**src/rtl/dly_retry_guard.sv**
```systemverilog
module dly_retry_guard #(
  parameter int TAG_W = 8,
  parameter int LIMIT = 1 << 24
) (
  input  logic             clk,
  input  logic             rst_n,
  input  logic             attempt_vld,
  input  logic [TAG_W-1:0] attempt_tag,
  input  logic             done_vld,
  input  logic             serr_en,
  input  logic             dwnd_mask,
  input  logic             flag_clr,
  output logic             discard,
  output logic             serr_req,
  output logic             expired_flag
);
  localparam int CNT_W = $clog2(LIMIT + 1);

  logic             trk;
  logic [TAG_W-1:0] cur_tag;
  logic [CNT_W-1:0] cnt;

  // a new tag, or nothing tracked, starts again at one
  wire             same = trk && (attempt_tag == cur_tag);
  wire [CNT_W-1:0] nxt  = same ? cnt + CNT_W'(1) : CNT_W'(1);
  wire             take = attempt_vld && !done_vld;
  wire             hit  = take && (nxt == CNT_W'(LIMIT));

  always_ff @(posedge clk) begin
    if (!rst_n) begin
      trk          <= 1'b0;
      cur_tag      <= '0;
      cnt          <= '0;
      discard      <= 1'b0;
      serr_req     <= 1'b0;
      expired_flag <= 1'b0;
    end else begin
      discard  <= hit;
      serr_req <= hit && serr_en && !dwnd_mask;
      if (done_vld || hit) begin
        trk <= 1'b0;
        cnt <= '0;
      end else if (take) begin
        trk     <= 1'b1;
        cur_tag <= attempt_tag;
        cnt     <= nxt;
      end
      if (hit)           expired_flag <= 1'b1;
      else if (flag_clr) expired_flag <= 1'b0;
    end
  end

  p_cnt_below_limit_r2: assert property (@(posedge clk) disable iff (!rst_n)
    cnt < CNT_W'(LIMIT));
  p_discard_pulse_r2: assert property (@(posedge clk) disable iff (!rst_n)
    discard |=> !discard);
  p_serr_needs_discard_r3: assert property (@(posedge clk) disable iff (!rst_n)
    serr_req |-> discard);
  p_serr_gated_r4: assert property (@(posedge clk) disable iff (!rst_n)
    serr_req |-> $past(serr_en && !dwnd_mask));
  p_flag_with_discard_r5: assert property (@(posedge clk) disable iff (!rst_n)
    discard |-> expired_flag);
  p_flag_sticky_r5: assert property (@(posedge clk) disable iff (!rst_n)
    (expired_flag && !flag_clr) |=> expired_flag);
  p_done_clears_r7: assert property (@(posedge clk) disable iff (!rst_n)
    done_vld |=> (cnt == '0 && !trk));
endmodule

```
**config.mk**
```make
export PLATFORM = sky130hd
export DESIGN_NAME = dly_retry_guard
export DESIGN_NICKNAME = d
export VERILOG_FILES = /design/src/rtl/dly_retry_guard.sv
export SDC_FILE = /design/constraint.sdc
export NUM_CORES = 1
export LEC_CHECK = 0
export CORE_ASPECT_RATIO = 0.9
export CORE_MARGIN = 4
export CORE_UTILIZATION = 35
export CTS_BUF_LIST = sky130_fd_sc_hd__clkbuf_16
export CTS_CLUSTER_SIZE = 8
export DETAILED_ROUTE_END_ITERATION = 10
export DONT_BUFFER_PORTS = 1
export SLEW_MARGIN = 40
export SYNTH_ARGS = -nofsm -noshare
export SYNTH_HDL_FRONTEND = slang
export SYNTH_SLANG_ARGS = --single-unit
```
**constraint.sdc**
```tcl
create_clock -name clk -period 3.05 [get_ports clk]
set_input_delay 0.305 -clock clk [delete_from_list [all_inputs] [get_ports clk]]
set_output_delay 0.305 -clock clk [all_outputs]
set_load 0.05 [all_outputs]
```
==> Yosys cells after proc, flatten, opt, wreduce, memory -nomap -nowiden <==
Cells that the tools add are included.
{ "classes": {"n_addsub": 1, "eq_ne": 2, "mux": 3, "n_bitwise": 2, "reduce_logical": 11} }
{ "op_table": {"columns": ["operator", "count"], "rows": [
  ["$add A25 B1 Y25 const B", 1],
  ["$eq A25 B25 Y1 const B", 1],
  ["$mux W25", 1],
  ["$eq A8 B8 Y1", 1],
  ["$logic_and A1 B1 Y1", 5],
  ["$logic_not A1 Y1", 2],
  ["$mux W1", 2],
  ["$not A1 Y1", 2],
  ["$reduce_and A2 Y1", 1],
  ["$reduce_bool A2 Y1", 1],
  ["$reduce_or A2 Y1", 1],
  ["$logic_or A1 B1 Y1", 1]
]} }
{ "word_totals": {"reg_bits": 37, "inputBits": 15, "word_cells": 25} }

==> Logic depth before layout (Yosys ltp) <==
Gate-level depths: netlist of the first run.
{ "logic_depth": {"ltp_word": 8, "mapped_depth": 10, "ltp_nobuf": 8} }

==> Worst setup path after synthesis of the first run <==
Ideal clock, no wire load.
{ "synth_path": {"path_kind": "reg-to-reg", "start": "reg cnt[0]", "end": "reg cnt[11]", "arrival_ns": 2.749, "t_required_ns": 2.928, "slack_ns": 0.179, "path_stages_with_launch": 11, "path_buffers": 2, "period_less_slack_ns": 2.871, "path_cell_list": "dfxtp_1 ha_1 nand3_2 buf_6 nor4_1 xor2_1 a2111o_1 or4_4 o21ai_4 buf_2 a21oi_1"} }
{ "synth_via": {"elab_chain_len": 6} }
{ "synth_rtl": {"columns": ["item", "line_no", "source"], "rows": [
  ["start, declared", "21", "logic [CNT_W-1:0] cnt;"],
  ["start signal, assigned", "46", "cnt <= nxt;"],
  ["$add A25 B1 Y25 *", "25", "wire [CNT_W-1:0] nxt = same ? cnt + CNT_W'(1) : CNT_W'(1);"],
  ["$mux W25 *", "25", null],
  ["$eq A25 B25 Y1", "27", "wire hit = take && (nxt == CNT_W'(LIMIT));"],
  ["$logic_and A1 B1 Y1", "27", null],
  ["$logic_or A1 B1 Y1", "40", "if (done_vld || hit) begin"],
  ["$reduce_or A2 Y1 (no line)", null, null]
]} }
Mark *: on every way between the ends. The rest lies on a longest branch, timed or not.
A chain may end at the register's enable or synchronous reset.

==> Final worst setup path of the first run <==
{ "layout_path": {"start": "reg cnt[3]", "end": "reg cur_tag[5]"} }
{ "layout_via": {"elab_chain_len": 7} }
{ "layout_rtl": {"columns": ["item", "line_no", "source"], "rows": [
  ["$add A25 B1 Y25", "25", null],
  ["$mux W25", "25", null],
  ["$eq A25 B25 Y1", "27", null],
  ["$logic_and A1 B1 Y1", "27", null],
  ["$logic_or A1 B1 Y1", "40", null],
  ["$not A1 Y1 (no line)", null, null],
  ["$reduce_and A2 Y1 (no line)", null, null],
  ["end signal, assigned", "45", "cur_tag <= attempt_tag;"],
  ["end, declared", "20", "logic [TAG_W-1:0] cur_tag;"]
]} }
No other way between the ends.

==> results.cfg, run 1 <==
[outcome]
status = completed

[flow_run]
drv_cap = 0

[setup_path]
cp-end-kind = flip-flop
path_class = flip-flop to flip-flop
r2r_slack_ps = 130
worst_ep_arrival_time_ps = 3080
worstPathRequired_ps = 3210
critPathLaunchType = flip-flop
cp_max_fo = 9

[cts]
cts_hold_buf = 0
cts.sinks = 37
clk_latency_ps = 280
clock_path_buffers = 2
cts_root_buf = clkbuf_16
cts-buffers-inserted = 5
clk_pin_slew_worst_paths_ps = 60
htreeDepth = 2
cts_tree = yes

[layout]
final_common_cell = dfxtp_1
design.final.nets = 328
drive_above_1_share_pct = 10.5
syn_to_final_growth_pct = 11.8
final_cell_mix = 36 x dfxtp_1, 30 x nor2_1, 29 x nand2_1, 26 x a21oi_1, 23 x o21ai_0
final_cell_count_no_fill = 403
diodes = 0

[pwr]
p_leak_nw = 0.875
power_frac_seq_pct = 40.8
vdd_drop_max_mv = 0.215
clkPwrFrac_pct = 55.3
p_sw_share_pct = 19.4
p_switching_mw = 0.235
p_int_mw = 0.976
finalPower_mw = 1.21
power_density_mw_per_mm2 = 447
combinationalPowerShare_pct = 3.8

[grt]
antenna_found_initial = 0
grt_use_total_pct = 16.0
grt_pass1_vias = 2113
overflow = 0
grt_pass1_wl_um = 10400
grt_max_degree = 18

[synth]
synth_edf_count = 0
synth_ff_type = dfxtp_1
syn_area_mm2 = 0.00242
synth_cell_types = 51
async_flop_share_pct = 0
synthesis.instances = 318
ys_seq_area_share_pct = 30.6
avgSynthCellArea_um2 = 7.61
synth.yosys.warnings = 0
synth_seq_cells = 37
synth_nets = 334

[drt]
wl_um = 6160
ant_nets = 0
vias = 2253
via_per_inst = 5.59
drt_iter0_drc = 164
first_pass_iters = 4
routedWlPerCell_um = 15.3
drc = 0

[placed_design]
io_buffers = 0
dp_hpwl_um = 4440
dp_cells = 395
place_ws_ps = 46.4
gp_congestion = 0.917

[sta]
relSlewSlack_pct = 58.2
worst-slew-pin-transition_ps = 627
finClkSkew_ps = 5.45
fmax_mhz = 343
setup_viol = 0
finalCritPeriodShare_pct = 95.6
hold_viol = 0
post-route-min-period_ps = 2920
setup_slack_ps = 133
finalSetupTns_ps = 0
worst_hold_slack_ps = 89.5
drv_slew = 0

[floorplan]
rows = 28
ios = 18
dieHeight_um = 86.9
die-area_mm2 = 0.00831
core_mm2 = 0.00666
start_util_pct = 36.4
die_w_um = 95.6

[hold_path]
hp-class = input pin to flip-flop
[stage by stage]
stage          utilization, %  area [um^2]
2_1_floorplan               -         2420
3_3_place_gp             37.3         2480
3_5_place_dp             37.3         2480
4_1_cts                  40.2         2670
5_1_grt                  40.7         2710
6_report                 40.7         2710
[cell families (layout without fill, tap and decap cells)]
| logic type | Yosys count | after routing | share of synthesized area (%) |
|---|---|---|---|
| AO/OA/AOI/OAI | 74 | 74 | 18.7 |
| buffers and inverters | 34 | 29 | 7.29 |
| flip-flops | 37 | 37 | 30.6 |
| multiplexers | 9 | 9 | 3.72 |
| adder cells (fa/ha/maj) | 1 | 1 | 0.517 |
| XOR/XNOR | 18 | 18 | 6.51 |
| AND/OR/NAND/NOR | 145 | 145 | 32.6 |
[registers in the layout, indices dropped and copies added (netlist names)]
signal,count
cnt,25
cur_tag,8
discard,1
expired_flag,1
serr_req,1
trk,1
[power groups by stage]
stage | clock [mW] | combinational, mW | sequential, mW
finish | 0.670 | 0.0464 | 0.495
global route | 0.706 | 0.0536 | 0.495
CTS | 0.681 | 0.0464 | 0.495
detailed placement | 0 | 0.0463 | 0.505
global placement | 0 | 0.0456 | 0.505
floorplan | 0 | 0.0395 | 0.504
[cell usage after synthesis (2+ instances only)]
cell | n | area [um^2]
nor2_1 | 30 | 113
nand4_2 | 3 | 37.5
nand3b_1 | 4 | 30.0
clkbuf_1 | 9 | 33.8
o21ai_0 | 23 | 115
a21oi_1 | 26 | 130
nand2b_1 | 3 | 18.8
and2_1 | 2 | 12.5
nor4_1 | 9 | 56.3
nand4_1 | 9 | 56.3
o21a_1 | 3 | 22.5
dfxtp_1 | 37 | 741
or4_1 | 2 | 15.0
mux2i_1 | 9 | 90.1
xor2_1 | 10 | 87.6
or3_1 | 8 | 50.1
buf_2 | 9 | 45.0
xnor2_1 | 8 | 70.1
buf_6 | 2 | 22.5
a22oi_1 | 2 | 15.0
nor2b_1 | 4 | 25.0
and3_1 | 6 | 37.5
and4_1 | 4 | 35.0
inv_1 | 8 | 30.0
nor3_1 | 12 | 60.1
o31ai_1 | 2 | 15.0
a211oi_1 | 2 | 15.0
nand3_1 | 13 | 65.1
a31oi_1 | 4 | 25.0
buf_4 | 6 | 45.0
nand2_1 | 29 | 109
[area by class of cell]
class / count / area (um^2)
Clock buffer: 5 / 125
Clock inverter: 3 / 65.1
Fill cell: 694 / 3950
Inverter: 8 / 30.0
Multi-Input combinational cell: 247 / 1530
Sequential cell: 37 / 742
Tap cell: 90 / 113
Timing Repair Buffer: 13 / 101
[timing repair]
item,CTS,global route
setup buffers,0,0
resized for setup,0,7
endpoints found under the setup margin,0,26
endpoints found under the hold margin,0,0
[critical path: stages (launching register included)]
cell	delay, ps
dfxtp_1	530
and4_1	420
nand4_1	170
a2111oi_0	460
o211ai_1	160
or4_4	590
o21a_2	310
mux2i_1	150
[worst paths after layout]
check          endpoint        from  cells past startpoint
max          cur_tag[5]      cnt[3]                      7
min            serr_req   dwnd_mask                      1
max reg2reg  cur_tag[5]      cnt[3]                      7
min reg2reg  cur_tag[4]  cur_tag[4]                      2
[per-layer routing]
metal | part of all wire (%) | global-route usage [%] | wire [um] | vias up
met5 | 0 | 0 | 0 | -
met4 | 1.2 | 4.13 | 72 | 0
met3 | 5.7 | 4.32 | 353 | 7
met2 | 44 | 24.4 | 2740 | 58
met1 | 49 | 22.3 | 3000 | 1047
li1 | - | - | - | 1141
Power figures use the tool's default switching activity.
==> inputs of run 2 (changes only) <==
- CELL_PAD_IN_SITES_DETAIL_PLACEMENT: default -> 0
- CELL_PAD_IN_SITES_GLOBAL_PLACEMENT: default -> 1
- CORE_UTILIZATION: 35 -> 42
- PLACE_DENSITY_LB_ADDON: default -> 0.1
- SETUP_SLACK_MARGIN: default -> 0.05
==> run 2 against run 1 <==
  * Clock skew barely moved
  * Via count grew 2.3%
  * Largest power group is now sequential cells
  * Final area is 1.5% lower
  * Critical path type unchanged
  * Core utilization up 8.6 points
  * Sequential power hardly changed
  * Non-clock buffer count rose by 6
  * Fmax up 5.1%
  * Clock power down 28%
  * Clock-buffer cell count is the same
  * Highest routed layer unchanged
  * First-iteration DRC count rose by 26%
==> results.cfg, run 2 (same netlist as run 1, synthesis figures left out) <==
[outcome]
status = completed

[pwr]
finalPower_mw = 1.02
p_int_mw = 0.804
vdd_drop_max_mv = 0.261
p_sw_share_pct = 21.5
p_leak_nw = 0.868
power_frac_seq_pct = 48.3
combinationalPowerShare_pct = 4.8
power_density_mw_per_mm2 = 384
p_switching_mw = 0.220
clkPwrFrac_pct = 46.9

[setup_path]
max_stage_delay_ps = 540
slowest_stage = or4_4
r2r_slack_ps = 270
path_class = flip-flop to flip-flop
worstPathRequired_ps = 3200
critPathLaunchType = flip-flop
cp-end-kind = flip-flop
cp_max_fo = 8
worst_ep_arrival_time_ps = 2930
cp_cell_sequence = buf_4 > nand4_2 > nor4_1 > o2111ai_1 > a2111o_1 > or4_4 > o21a_2 > mux2i_1

[layout]
top_regs = cnt (25), cur_tag (8)
drive_above_1_share_pct = 11.3
post-route-util_pct = 49.2
syn_to_final_growth_pct = 10.1
diodes = 0
largest_reg_flops = 25
n_fill_cell = 537
design.final.nets = 334
final_cell_mix = 36 x dfxtp_1, 30 x nor2_1, 29 x nand2_1, 26 x a21oi_1, 23 x o21ai_0
multi_input_area_mm2 = 0.00153
final_common_cell = dfxtp_1
seq_area_um2 = 742
regMostFlops = cnt

[sta]
fmax_mhz = 360
finalCritPeriodShare_pct = 91.0
post-route-min-period_ps = 2780
setup_viol = 0
worst_hold_slack_ps = 95.4
hold_viol = 0
grt_setup_unrepaired = false
worst-slew-pin-transition_ps = 696
finalSetupTns_ps = 0
finClkSkew_ps = 5.57
relSlewSlack_pct = 53.6
drv_slew = 0

[drt]
wl_um = 6520
ant_nets = 0
routedWlPerCell_um = 16.9
drc = 0
first_pass_iters = 6
vias = 2305
via_per_inst = 5.97
drt_iter0_drc = 207

[floorplan]
die_w_um = 88.0
ios = 18
core_mm2 = 0.00541
start_util_pct = 44.7
rows = 25
dieHeight_um = 80.0
die-area_mm2 = 0.00704

[placed_design]
dp_hpwl_um = 4720
gp_congestion = 0.870
io_buffers = 0

[hold_path]
hp-class = input pin to flip-flop

[cts]
cts_hold_buf = 0
cts-buffers-inserted = 5
cts_tree = yes
htreeDepth = 2
cts_root_buf = clkbuf_16
clock_path_buffers = 2
cts.sinks = 37
clk_pin_slew_worst_paths_ps = 50
clk_latency_ps = 280
cts_setup_buffers = 0
cts_resized = 1

[grt]
grt_max_degree = 28
grt_use_total_pct = 19.8
grt_pass1_wl_um = 10900
antenna_found_initial = 0
grt_pass1_vias = 2132
overflow = 0

[flow_run]
drv_cap = 0
## run 2: layout make-up
cell class,instances,area share (%)
clock buffers,5,4.69
clock inverters,3,0.423
inverters,8,1.13
repair buffers,19,5.35
well taps,67,3.15
multi-input cells,247,57.4
flip-flops and latches,37,27.8
## run 2: power by group through the flow
stage / Clock (mW) / Sequential (mW) / Combinational (mW)
after CTS: 0.493 / 0.494 / 0.0495
after global placement: 0 / 0.505 / 0.0490
after detailed placement: 0 / 0.505 / 0.0492
final: 0.480 / 0.495 / 0.0494
after global routing: 0.523 / 0.495 / 0.0565
after floorplan: 0 / 0.504 / 0.0395
## run 2: path summary, 6_finish.rpt
kind         startpoint         end  depth (start not counted)
min           dwnd_mask    serr_req                          1
max reg2reg      cnt[3]  cur_tag[5]                          8
max              cnt[3]  cur_tag[5]                          8
min reg2reg  cur_tag[7]  cur_tag[7]                          2
## run 2: per-stage QoR
step / instance area [um^2] / setup WS (ps) / instances
CTS: 2640 / 109 / 386
finish: 2670 / 274 / 386
detailed placement: 2500 / 29.2 / 378
global placement: 2500 / 84.6 / 378
global route: 2670 / 55.5 / 386
floorplan: 2420 / 179 / 318
## run 2: metal layers
layer  GRT usage (%)  vias to the layer above  part of all wire, %
met1            29.6                     1062                   48
li1                -                     1148                    -
met5               0                        -                    0
met4            5.44                        0                 0.86
met3            4.54                        9                  8.0
met2            28.2                       86                   43
## run 2: worst max-delay path: cells and delay by family, from the launching register on
kind | cells | cell delay, ps
simple gates | 3 | 990
compound gates | 3 | 920
flops | 1 | 410
buf+inv | 1 | 170
mux | 1 | 150
==> inputs of run 3 (changes only) <==
- CORE_UTILIZATION: 42 -> 47
- PLACE_DENSITY: default -> 0.78
- PLACE_DENSITY_LB_ADDON: 0.1 -> default
- clock period: 3.05 -> 2.88 ns (I/O delays scaled with it)
==> run 3 against run 2 <==
  * Flip-flop and latch count stayed put
  * Cell count is 3.4% higher
  * Clock power grew 7.5%
  * Clock skew down 1.8 ps
  * Sequential power increased by 5.9%
  * Core utilization up 10 points
  * Clock-buffer cell count unchanged
  * Fmax shrank 0.32%
  * Critical path type unchanged
  * Critical endpoint is now cnt[7]
  * Highest routed layer unchanged
==> results.cfg, run 3 (same netlist as run 1, synthesis figures left out) <==
[sta]
post-route-min-period_ps = 2780
finClkSkew_ps = 3.76
finalCritPeriodShare_pct = 96.7
drv_slew = 0
hold_viol = 0
setup_viol = 0
finalSetupTns_ps = 0
relSlewSlack_pct = 55.9
fmax_mhz = 359
worst-slew-pin-transition_ps = 662

[layout]
stdcell_area_mm2 = 0.00292
drive_above_1_share_pct = 19.5
regMostFlops = cnt
n_fill_cell = 462
largest_reg_flops = 25
diodes = 0
syn_to_final_growth_pct = 20.7
top_regs = cnt (25), cur_tag (8)
design.final.nets = 350
final_cell_mix = 30 x nor2_1, 30 x buf_4, 29 x nand2_1, 29 x dfxtp_1, 26 x a21oi_1

[flow_run]
drv_cap = 0

[setup_path]
crit_family = simple AND/OR/NAND/NOR gates
worst_ep_arrival_time_ps = 2940
worstPathRequired_ps = 3040
max_stage_delay_ps = 590
critPathLaunchType = flip-flop
path_class = flip-flop to flip-flop
critPathBufInv = 2
cp_max_fo = 6
r2r_slack_ps = 100
slowest_stage = or4_4
cp_cell_sequence = buf_4 > and3_1 > nand4_1 > a2111oi_4 > o211ai_1 > or4_4 > o21ai_4 > clkbuf_16 > a21oi_1
cp-end-kind = flip-flop

[floorplan]
ios = 18
die-area_mm2 = 0.00636
rows = 24
start_util_pct = 49.1
dieHeight_um = 76.1
core_mm2 = 0.00492
die_w_um = 83.6

[pwr]
vdd_drop_max_mv = 0.308
p_leak_nw = 1.01
power_density_mw_per_mm2 = 378

[cts]
clk_pin_slew_worst_paths_ps = 60
clk_latency_ps = 280
cts-buffers-inserted = 5
cts_hold_buf = 0
cts.sinks = 37
htreeDepth = 2
cts_tree = yes
cts_root_buf = clkbuf_16
clock_path_buffers = 2

[drt]
routedWlPerCell_um = 18.0
drc = 0
ant_nets = 0
via_per_inst = 6.20
vias = 2472
wl_um = 7200
first_pass_iters = 6
drt_iter0_drc = 336

[grt]
grt_use_total_pct = 21.4
grt_max_degree = 28
grt_pass1_wl_um = 11100
grt_pass1_vias = 2200
antenna_found_initial = 0
overflow = 0

[placed_design]
dp_hpwl_um = 4700
gp_congestion = 0.862
io_buffers = 0
placed_cell_area_mm2 = 0.00260

[hold_path]
hp-class = input pin to flip-flop

[outcome]
status = completed
[run 3: cell types whose count changed in the layout (fill, tap and decap cells not counted), moves of 2 or more]
cell | before | now
dfxtp_1 | 36 | 29
clkbuf_16 | 5 | 7
buf_12 | 0 | 2
dfxtp_2 | 1 | 8
buf_4 | 19 | 30
inv_1 | 11 | 9
[run 3: worst register-to-register path, stage by stage, from the launching register on]
cell and delay (ps):
dfxtp_2 390, buf_4 140, and3_1 200, nand4_1 240
a2111oi_4 370, o211ai_1 140, or4_4 590, o21ai_4 320
clkbuf_16 220, a21oi_1 50
[run 3: final timing paths]
path / start / to / depth (start not counted)
worst min register to register: cur_tag[3] / cur_tag[3] / 2
worst max-delay path: cnt[0] / cnt[7] / 9
worst min-delay path: dwnd_mask / serr_req / 1
worst max register to register: cnt[0] / cnt[7] / 9
[run 3: report_power, final]
part,internal [mW],total [mW],switching [mW],leakage (nW)
Clock,0.310,0.516,0.206,0.0685
Sequential,0.519,0.524,0.00494,0.303
Combinational,0.0298,0.0646,0.0348,0.641
Total,0.858,1.10,0.246,1.01
[run 3: cell type report]
class	instances	area, um^2	area share [%]
clock inverter	2	7.51	0.257
inverter	8	30.0	1.03
tap	65	81.3	2.78
multi-input combinational	247	1600	54.8
sequential	37	751	25.7
clock buffer	5	125	4.28
timing repair buffer	35	327	11.2
[run 3: stage by stage]
step	power [mW]	setup slack (ps)	util, %	hold WS (ps)	std cells
after floorplan	0.576	109	-	359	318
after global placement	0.585	-15.8	52.9	362	386
after detailed placement	0.586	-19.8	52.9	364	386
after CTS	1.10	97.9	55.7	69.3	393
after global routing	1.14	-1.93	59.3	72.2	399
final	1.10	95.2	59.3	70.4	399
[run 3: metal layers]
metal  vias to the layer above  global-route usage, %  part of all wire, %
li1                       1186                      -                    -
met1                      1130                   30.9                   43
met2                       134                   31.2                   45
met3                        22                   3.89                  9.4
met4                         0                   8.52                  2.7
met5                         -                      0                    0
[run 3: timing repair]
item | CTS | global route
buffers inserted | 0 | 3
pin swaps | 0 | 7
cloned | 0 | 3
setup endpoints to repair | 12 | 35
gates resized for setup | 3 | 20
